<file path="config.mk">
export PLATFORM = sky130hd
export DESIGN_NAME = tick_prescaler
export DESIGN_NICKNAME = d
export VERILOG_FILES = /design/src/rtl/tick_prescaler.sv
export SDC_FILE = /design/constraint.sdc
export NUM_CORES = 1
export LEC_CHECK = 0
export BUFFER_PORTS_ARGS = -buffer_cell sky130_fd_sc_hd__buf_4
export CAP_MARGIN = 20
export CORE_MARGIN = 1.5
export CORE_UTILIZATION = 54
export DETAILED_ROUTE_END_ITERATION = 7
export GPL_TIMING_DRIVEN = 0
export PLACE_DENSITY_LB_ADDON = 0.3
export SYNTH_ARGS = -nofsm -noshare
export SYNTH_HDL_FRONTEND = slang
export SYNTH_SLANG_ARGS = --single-unit
</file>
<file path="constraint.sdc">
create_clock -name clk -period 5.1 [get_ports clk]
set_input_delay 0.765 -clock clk [delete_from_list [all_inputs] [get_ports clk]]
set_output_delay 0.765 -clock clk [all_outputs]
set_load 0.02 [all_outputs]
</file>
<file path="src/rtl/tick_prescaler.sv">
module tick_prescaler #(
  parameter int PRE_W  = 8,
  parameter int CODE_W = 4
) (
  input  logic              clk,
  input  logic              rst_n,
  input  logic              enable,
  input  logic              fix_stb,
  input  logic              ext_pin,
  input  logic              cfg_we,
  input  logic [CODE_W+3:0] cfg_wdata,
  output logic [CODE_W+3:0] cfg_rdata,
  output logic              tick
);
  localparam logic [CODE_W-1:0] MAX_CODE = CODE_W'(PRE_W);
  localparam logic [PRE_W-1:0]  ONE      = PRE_W'(1);

  logic [1:0]        src_sel;
  logic [CODE_W-1:0] div_code;
  logic [2:0]        pin_sync;
  logic [PRE_W-1:0]  pre;

  always_ff @(posedge clk or negedge rst_n)
    if (!rst_n) begin
      src_sel  <= '0;
      div_code <= '0;
    end else if (cfg_we) begin
      src_sel  <= cfg_wdata[CODE_W+1:CODE_W];
      div_code <= cfg_wdata[CODE_W-1:0];
    end

  assign cfg_rdata = {2'b00, src_sel, div_code};

  always_ff @(posedge clk or negedge rst_n)
    if (!rst_n) pin_sync <= '0;
    else        pin_sync <= {pin_sync[1:0], ext_pin};

  wire pin_fall = pin_sync[2] & ~pin_sync[1];
  wire pin_rise = ~pin_sync[2] & pin_sync[1];

  logic src_evt;
  always_comb
    case (src_sel)
      2'b00:   src_evt = 1'b1;
      2'b01:   src_evt = fix_stb;
      2'b10:   src_evt = pin_fall;
      default: src_evt = pin_rise;
    endcase

  wire [CODE_W-1:0] eff_code = (div_code > MAX_CODE) ? MAX_CODE : div_code;
  wire [PRE_W-1:0]  low_mask = (ONE << eff_code) - ONE;
  wire              advance  = enable & src_evt;
  wire              hit      = advance & ((pre & low_mask) == low_mask);

  always_ff @(posedge clk or negedge rst_n)
    if (!rst_n) begin
      pre  <= '0;
      tick <= 1'b0;
    end else begin
      if (advance) pre <= pre + ONE;
      tick <= hit;
    end

  a_r2_upper_bits_zero: assert property (@(posedge clk) disable iff (!rst_n)
    cfg_rdata[CODE_W+3:CODE_W+2] == 2'b00);

  a_r2_write_lands: assert property (@(posedge clk) disable iff (!rst_n)
    cfg_we |=> cfg_rdata[CODE_W+1:0] == $past(cfg_wdata[CODE_W+1:0]));

  a_r10_hold_when_off: assert property (@(posedge clk) disable iff (!rst_n)
    (!enable && $past(rst_n)) |=> (pre == $past(pre)) && !tick);

  a_r9_advance_only: assert property (@(posedge clk) disable iff (!rst_n)
    ($past(rst_n) && $past(advance)) |-> pre == $past(pre) + ONE);

  a_r11_tick_needs_event: assert property (@(posedge clk) disable iff (!rst_n)
    ($past(rst_n) && tick) |-> ($past(enable) && $past(src_evt)));
endmodule

</file>
Word-level counts from Yosys, hierarchy flattened

Index checks and enable logic that the tools add are counted.
Widths: inputs -> output; s select.

Register bits: 18
Input port bits: 14
Output and inout port bits: 9
Logic and storage cells: 22

Add/sub/neg operators: 2
$lt $le $gt $ge: 1
Equal/unequal tests: 3
Shift operators: 1
Multiplexer cells: 2
Bitwise logic cells: 7
Reduce and logical (&&, ||, !) cells: 1

Operators by type and width:

| kind                | count |
|---|---|
| $add 8x1->8 const B | 1 |
| $and 8x8->8         | 1 |
| $eq 8x8->1          | 1 |
| $shl 1x4->8 const A | 1 |
| $sub 8x1->8 const B | 1 |
| $and 1x1->1         | 4 |
| $gt 4x4->1 const B  | 1 |
| $mux 4              | 1 |
| $pmux 1 s3          | 1 |
| $eq 2x1->1 const B  | 1 |
| $eq 2x2->1 const B  | 1 |
| $logic_not 2->1     | 1 |
| $not 1->1           | 2 |

Longest topological paths before layout

Gate-level depths: netlist of the first run.

Depth in word-level cells: 7
Mapped depth: 8
Depth with buffers taken out: 7

Worst setup path before layout of the first run

OpenSTA, ideal clock, no wires.

Path kind: flip-flop to flip-flop
Start point: reg div_code[3]
End point: reg tick
Setup time: 0.127 ns
Arrival: 1.855 ns
Data required time: 4.973 ns
Path slack: 3.118 ns
Cell stages (with the launch flop): 8
Buffers on the path: 1
Clock period less this slack: 1.982 ns
Cell sequence: dfrtp_1 > clkbuf_1 > or4_4 > ha_1 > nor3_1 > a21oi_1 > o32ai_1 > nor4_1

Cells in the longest elaborated chain, start to end: 7

Ends and longest elaborated chain:

| what                   | line | RTL |
|---|---|---|
| from (decl)            | 19   | `logic [CODE_W-1:0] div_code;` |
| from (signal assigned) | 29   | `div_code <= cfg_wdata[CODE_W-1:0];` |
| $gt 4x4->1             | 50   | `wire [CODE_W-1:0] eff_code = (div_code > MAX_CODE) ? MAX_CODE : div_code;` |
| $mux 4 *               | 50   |  |
| $shl 1x4->8 *          | 51   | `wire [PRE_W-1:0] low_mask = (ONE << eff_code) - ONE;` |
| $sub 8x1->8 *          | 51   |  |
| $and 8x8->8            | 53   | `wire hit = advance & ((pre & low_mask) == low_mask);` |
| $eq 8x8->1 *           | 53   |  |
| $and 1x1->1 *          | 53   |  |
| net hit                | 53   |  |
| to (signal assigned)   | 61   | `tick <= hit;` |
| to (decl)              | 13   | `output logic tick` |

Mark *: on every way through the listed nets, which the timed path passes. The rest lies on a longest branch.
A chain may end at the register's enable or synchronous reset.

Final worst setup path of the first run

Ends and elaborated chain as after synthesis.

==> results.tsv, run 1 <==
metric	value	unit
status	finished clean	
timing.critical_path.fanout_max	9	
worst_r2r_src	div_code[3]	
period_minus_slack	2.04	ns
final-seq-area	450	um^2
detail_route.drc_violations	0	
setup_total_negative_slack	0	ns
design.die.area	1890	um^2
drtPass1Iterations	4	
hpwlAfterDp	1.15	mm
peakVddDrop	236	uV
hold_buffers	0	
dpl.cell_count	109	
unrepaired_setup_endpoints_after_global_routing	false	
numCtsBuffers	3	
reg2reg_to	tick	
core_area	1520	um^2
synth_area	885	um^2
via_count_of_the_first_global_routing_pass	636	
ant_nets	0	
diodes	0	
synth.top_cell.area_share	50.9	%
grt_max_degree	19	
post-place-ws	3.07	ns
area_growth	19.7	%
antenna_found_initial	0	
max_cap_violations	0	
path_cells	clkbuf_1 > or4_4 > ha_1 > nor2b_1 > o21ai_0 > o2111ai_1 > nor4_1	
cts-htree-levels	1	
critical-path-slowest-cell	sky130_fd_sc_hd__or4_4	
vias	667	
class_of_the_most_critical_hold_timing_path	input pin to async pin	
worstRegToRegCells	7	
detail_route.wl_per_cell	13.9	um
r2r_setup_slack	3.06	ns
synthCells	75	
io_buffers	17	
cp.arrival	2.24	ns
tritoncts	yes	
die_w	43.5	um
critical_path.startpoint_type	flip-flop	
grt.total_usage	20.3	%
clk_latency	0.29	ns
root_buffer	sky130_fd_sc_hd__clkbuf_4	
dr.first_iter.drc_count	13	
report.final.hold_viol_count	0	
fin_worst_skew	0.00408	ns
setup.worst_path.end_class	flip-flop	
gp_congestion	0.803	
cts.repair_timing.setup_buffer_count	0	
yosysSeqAreaShare	50.9	%
total_of_flip_flops_plus_latches_after_synthesis	18	
setup_violations	0	
clk_pin_slew_worst_paths	0.09	ns
cp_data_required_time	5.29	ns
floorplan.io_pins	23	
dieHeight	43.5	um
cts-resized-gates	0	
globalRouteOverflowTotal	0	
fp-row-count	14	
synth_warn	0	
final-max-slew-violation-count	0	
post_synth.cell_area_avg	11.8	um^2
wire_length_of_the_first_global_routing_pass	2.77	mm
layout_worst_path_cycle_share	40.1	%
worst_path_largest_cell_delay	0.46	ns
post_route_cells_drive_above_1_share	34.4	%
post_synth_num_cell_types	29	
synth_top_cells_by_area	sky130_fd_sc_hd__dfrtp_1, sky130_fd_sc_hd__mux2_2, sky130_fd_sc_hd__xnor2_1	
layoutNonFillerInstCount	112	
power.density	358	nW/um^2
cts.path.max_buffers	2	
drt_wl_total	1.56	mm
nFillCells	130	
vias_per_cell	5.96	
floorplan.initialDensity	58.0	%
critical_path_class	flip-flop to flip-flop	
postLayoutSetupSlackWorst	3.06	ns
multi_input_comb_area	415	um^2
numClockSinks	18	
achievable-frequency	0.489	GHz
synth_top_cell_by_area	sky130_fd_sc_hd__dfrtp_1	
nNetsFinal	114	
p_leak	0.000465	uW
-- per-stage QoR --
stage          instance area (um^2)  hold slack [ns]  utilization [%]  total power [uW]
5_1_grt                        1060            0.331             69.5               406
3_5_place_dp                   1040            0.340             68.0               315
2_1_floorplan                   888            0.331                -               277
6_report                       1060            0.322             69.5               379
4_1_cts                        1060            0.326             69.5               382
3_3_place_gp                   1040            0.343             68.0               311
-- sequential cells by signal, indices dropped and copies added, names as in the netlist --
register,cells
tick,1
src_sel,2
pre,8
pin_sync,3
div_code,4
-- worst max-delay path: cells and delay by family, from the launching register on --
family,cells,cell delay (ns)
DFF,1,0.38
and+or+nand+nor,3,0.89
AOI/OAI and AO/OA,2,0.21
adders and majority gates,1,0.26
buffers and inverters,1,0.20
-- area by class of cell --
| class | instances | share of cell area (%) |
|---|---|---|
| Sequential cell | 18 | 42.6 |
| Multi-Input combinational cell | 54 | 39.2 |
| Timing Repair Buffer | 17 | 12.1 |
| Clock buffer | 3 | 2.13 |
| Buffer | 4 | 2.13 |
| Tap cell | 16 | 1.89 |
-- layer usage --
metal  vias up  GRT usage [%]  part of all wire (%)
li1        315              -                     -
met1       328           26.0                    43
met2        19           33.4                    50
met3         5           2.50                   4.4
met4         0           10.9                   2.4
met5         -              0                     0
-- cells in the mapped netlist --
| cell | n |
|---|---|
| sky130_fd_sc_hd__o21bai_1 | 1 |
| sky130_fd_sc_hd__nand2b_2 | 1 |
| sky130_fd_sc_hd__or4_4 | 1 |
| sky130_fd_sc_hd__conb_1 | 1 |
| sky130_fd_sc_hd__nor4_1 | 1 |
| sky130_fd_sc_hd__a31oi_1 | 1 |
| sky130_fd_sc_hd__o21ai_0 | 1 |
| sky130_fd_sc_hd__nor4b_1 | 1 |
| sky130_fd_sc_hd__o221ai_2 | 1 |
| sky130_fd_sc_hd__ha_1 | 2 |
| sky130_fd_sc_hd__dfrtp_1 | 18 |
| sky130_fd_sc_hd__nor3_1 | 2 |
| sky130_fd_sc_hd__buf_4 | 2 |
| sky130_fd_sc_hd__a21oi_1 | 2 |
| sky130_fd_sc_hd__o2111ai_1 | 1 |
| sky130_fd_sc_hd__nand4b_1 | 1 |
| sky130_fd_sc_hd__and3_1 | 3 |
| sky130_fd_sc_hd__nand2_1 | 3 |
| sky130_fd_sc_hd__nand4_1 | 3 |
| sky130_fd_sc_hd__nor2_1 | 1 |
| sky130_fd_sc_hd__clkbuf_1 | 2 |
| sky130_fd_sc_hd__xnor2_1 | 8 |
| sky130_fd_sc_hd__and4_1 | 2 |
| sky130_fd_sc_hd__or3b_2 | 1 |
| sky130_fd_sc_hd__nand3_1 | 3 |
| sky130_fd_sc_hd__o32ai_1 | 1 |
| sky130_fd_sc_hd__mux2_2 | 7 |
| sky130_fd_sc_hd__nand2b_1 | 2 |
| sky130_fd_sc_hd__nor2b_1 | 2 |
-- cell families after synthesis --
kind of cell | count (synthesis) | share of synthesized area [%]
compound gates | 8 | 6.93
xor+xnor | 8 | 7.92
fa+ha+maj | 2 | 2.83
buf+inv | 4 | 2.55
flops | 18 | 50.9
mux | 7 | 8.91
other cells | 1 | 0.424
simple gates | 27 | 19.5
-- report_power, final --
part | switching [uW] | internal, uW | leakage [uW]
clock | 39.9 | 27.5 | 0.0000138
combinational | 42.4 | 57.4 | 0.000230
sequential | 40.5 | 172 | 0.000221
total | 123 | 256 | 0.000465
-- layout by cell type, fill, tap and decap left out --
master / n
sky130_fd_sc_hd__buf_4: 19
sky130_fd_sc_hd__dfrtp_1: 18
sky130_fd_sc_hd__xnor2_1: 8
sky130_fd_sc_hd__mux2_2: 7
sky130_fd_sc_hd__nand2_1: 3
sky130_fd_sc_hd__nand4_1: 3
sky130_fd_sc_hd__and3_1: 3
sky130_fd_sc_hd__nand3_1: 3
sky130_fd_sc_hd__clkbuf_4: 3
sky130_fd_sc_hd__clkbuf_1: 2
sky130_fd_sc_hd__nor3_1: 2
sky130_fd_sc_hd__nand2b_1: 2
sky130_fd_sc_hd__nor2b_1: 2
sky130_fd_sc_hd__a21oi_1: 2
sky130_fd_sc_hd__and4_1: 2
sky130_fd_sc_hd__ha_1: 2
sky130_fd_sc_hd__conb_1: 2
sky130_fd_sc_hd__or4_4: 1
sky130_fd_sc_hd__nand2b_2: 1
sky130_fd_sc_hd__nor2_1: 1
sky130_fd_sc_hd__o21ai_0: 1
sky130_fd_sc_hd__o2111ai_1: 1
sky130_fd_sc_hd__o21bai_1: 1
sky130_fd_sc_hd__or3b_2: 1
sky130_fd_sc_hd__a31oi_1: 1
sky130_fd_sc_hd__nand4b_1: 1
sky130_fd_sc_hd__o221ai_2: 1
sky130_fd_sc_hd__nor4b_1: 1
sky130_fd_sc_hd__o32ai_1: 1
sky130_fd_sc_hd__nor4_1: 1
-- worst max path at each step --
stage                           start    to  slack [ns]  cells after the start
after floorplan           div_code[3]  tick        3.12                      7
after global placement    div_code[3]  tick        3.10                      7
after detailed placement  div_code[3]  tick        3.07                      7
after CTS                 div_code[3]  tick        3.04                      7
after global routing      div_code[3]  tick        2.80                      7
final                     div_code[3]  tick        3.06                      7
Note: power is estimated with default switching activity, not from simulation.
==> run 2, diff against run 1 <==
Settings changed: ABC_AREA set to 1, CORE_UTILIZATION 54 to 52.
Clock period 5.1 ns to 1.9 ns, I/O delays scaled along.
==> run 2 against run 1 <==
  * Setup slack worse by 2.7 ns
  * Power grew to 2.8 times the previous value
  * Sequential power grew to 2.5 times the previous value
  * Synthesized area is 13% higher
  * Die area is 16% higher
  * Combinational power grew to 3.5 times the previous value
  * Clock-buffer cell count stayed put
  * Largest cell class is now multi-input combinational cells
==> results.tsv, run 2 <==
metric	value	unit
floorplan.io_pins	23	
gp_congestion	0.862	
final-max-slew-violation-count	0	
globalRouteOverflowTotal	0	
synth_top_cell_by_area	sky130_fd_sc_hd__dfrtp_1	
synth_async_sr_flop_share	100	%
p_leak	0.000616	uW
numCtsBuffers	3	
fp-row-count	15	
hpwlAfterDp	1.37	mm
critical_path_class	flip-flop to flip-flop	
hold_buffers	1	
vias_per_cell	4.65	
period_minus_slack	1.53	ns
mostFrequentLayoutCells	sky130_fd_sc_hd__nand2_1, sky130_fd_sc_hd__buf_4, sky130_fd_sc_hd__dfrtp_1	
status	finished clean	
class_of_the_most_critical_hold_timing_path	input pin to flip-flop	
die_w	46.8	um
largest_register_ff_count	8	
fin_worst_skew	0.00160	ns
cts-htree-levels	1	
detail_route.drc_violations	0	
grt.total_usage	19.7	%
post-route-cell-area	1200	um^2
detail_route.wl_per_cell	10.0	um
power.total	1060	uW
setup.worst_path.end_class	flip-flop	
design.die.area	2190	um^2
nNetsFinal	168	
area_growth	20.3	%
total_of_flip_flops_plus_latches_after_synthesis	18	
post_synth.cell_area_avg	7.85	um^2
vias	813	
ant_nets	0	
tritoncts	yes	
yosysSeqAreaShare	45.2	%
clk_latency	0.29	ns
predominant_post_synthesis_flop_cell	sky130_fd_sc_hd__dfrtp_1	
synthCells	127	
power.density	885	nW/um^2
synth.top_cell.area_share	45.2	%
cp.arrival	1.76	ns
synth_area	997	um^2
post_route_cells_drive_above_1_share	22.7	%
diodes	0	
numClockSinks	18	
cts.repair_timing.setup_buffer_count	0	
grt_max_degree	19	
unrepaired_setup_endpoints_after_global_routing	false	
peakVddDrop	824	uV
antenna_found_initial	0	
root_buffer	sky130_fd_sc_hd__clkbuf_4	
placement.cell_area	1170	um^2
clk_pin_slew_worst_paths	0.09	ns
yosys.cell_count.top_type	sky130_fd_sc_hd__nand2_1	
top_register	pre	
post_synth_num_cell_types	24	
setup_total_negative_slack	0	ns
layout_worst_path_cycle_share	80.4	%
cp_data_required_time	2.13	ns
biggestRegsByFlops	pre: 8 flops, div_code: 4 flops, pin_sync: 3 flops	
synth_warn	0	
critical_path.startpoint_type	flip-flop	
via_count_of_the_first_global_routing_pass	730	
achievable-frequency	0.655	GHz
core_area	1760	um^2
layout_commonest_cell	sky130_fd_sc_hd__nand2_1	
worst_hold_path_depth	1	
max_cap_violations	0	
dieHeight	46.8	um
edff_count_synth	0	
cts.path.max_buffers	2	
floorplan.initialDensity	56.5	%
worstRegToRegCells	8	
report.final.hold_viol_count	0	
nFillCells	148	
drt_wl_total	1.75	mm
cts-resized-gates	0	
synth_top_cells_by_area	sky130_fd_sc_hd__dfrtp_1, sky130_fd_sc_hd__nand2_1, sky130_fd_sc_hd__inv_1	
setup_violations	0	
wire_length_of_the_first_global_routing_pass	2.97	mm
dr.first_iter.drc_count	18	
io_buffers	18	
drtPass1Iterations	4	
timing.critical_path.fanout_max	6	
post_synth_most_frequent_cells	sky130_fd_sc_hd__nand2_1, sky130_fd_sc_hd__dfrtp_1, sky130_fd_sc_hd__inv_1	
-- run 2: worst paths after layout --
path                        startpoint           to  slack, ns
min in group asynchronous        rst_n  div_code[2]       0.38
hold / removal                 ext_pin  pin_sync[0]       0.09
max in group asynchronous        rst_n         tick       1.33
setup reg to reg           div_code[1]         tick       0.37
setup / recovery           div_code[1]         tick       0.37
hold reg to reg            pin_sync[0]  pin_sync[1]       0.38
-- run 2: logic make-up after synthesis --
kind of cell    share of synthesized area, %
compound gates                          6.53
fa+ha+maj                               2.51
xor+xnor                                5.27
flops                                   45.2
mux                                     1.13
other cells                            0.376
buf+inv                                 9.66
simple gates                            29.4
-- run 2: final cells by class --
class	instances	area [um^2]	area share (%)
multi-input cells	87	454	37.9
flip-flops and latches	18	450	37.5
repair buffers	19	145	12.1
inverters	20	77.6	6.47
well taps	25	31.3	2.61
clock buffers	3	22.5	1.88
plain buffers	3	18.8	1.56
-- run 2: per-layer routing --
layer | part of all wire [%] | up-vias | GRT usage [%]
met5 | 0 | - | 0
met4 | 2.3 | 0 | 10.0
met3 | 4.4 | 5 | 4.62
met2 | 48 | 20 | 32.6
met1 | 45 | 355 | 24.1
li1 | - | 433 | -
-- run 2: worst max-delay path, stage by stage, from the launching register on --
cell	delay [ns]
sky130_fd_sc_hd__dfrtp_1	0.46
sky130_fd_sc_hd__nor2_2	0.21
sky130_fd_sc_hd__nand3_1	0.10
sky130_fd_sc_hd__ha_1	0.29
sky130_fd_sc_hd__o21a_1	0.10
sky130_fd_sc_hd__nand2_1	0.05
sky130_fd_sc_hd__nor2_1	0.10
sky130_fd_sc_hd__nand3_1	0.07
sky130_fd_sc_hd__nor2_1	0.08
-- run 2: stage by stage --
step	setup slack (ns)	cells	hold WS (ns)	util, %
3_5_place_dp	0.407	171	0.162	66.2
6_report	0.373	175	0.0917	68.0
3_3_place_gp	0.446	171	0.161	66.2
5_1_grt	0.201	175	0.0783	68.0
4_1_cts	0.363	175	0.0935	68.0
2_1_floorplan	0.438	128	-0.0106	-
-- run 2: where the power goes --
part	internal (uW)	total (uW)	switching [uW]	leakage, uW
clock network	73.9	186	112	0.0000138
registers	456	531	74.2	0.000226
logic	144	346	202	0.000376
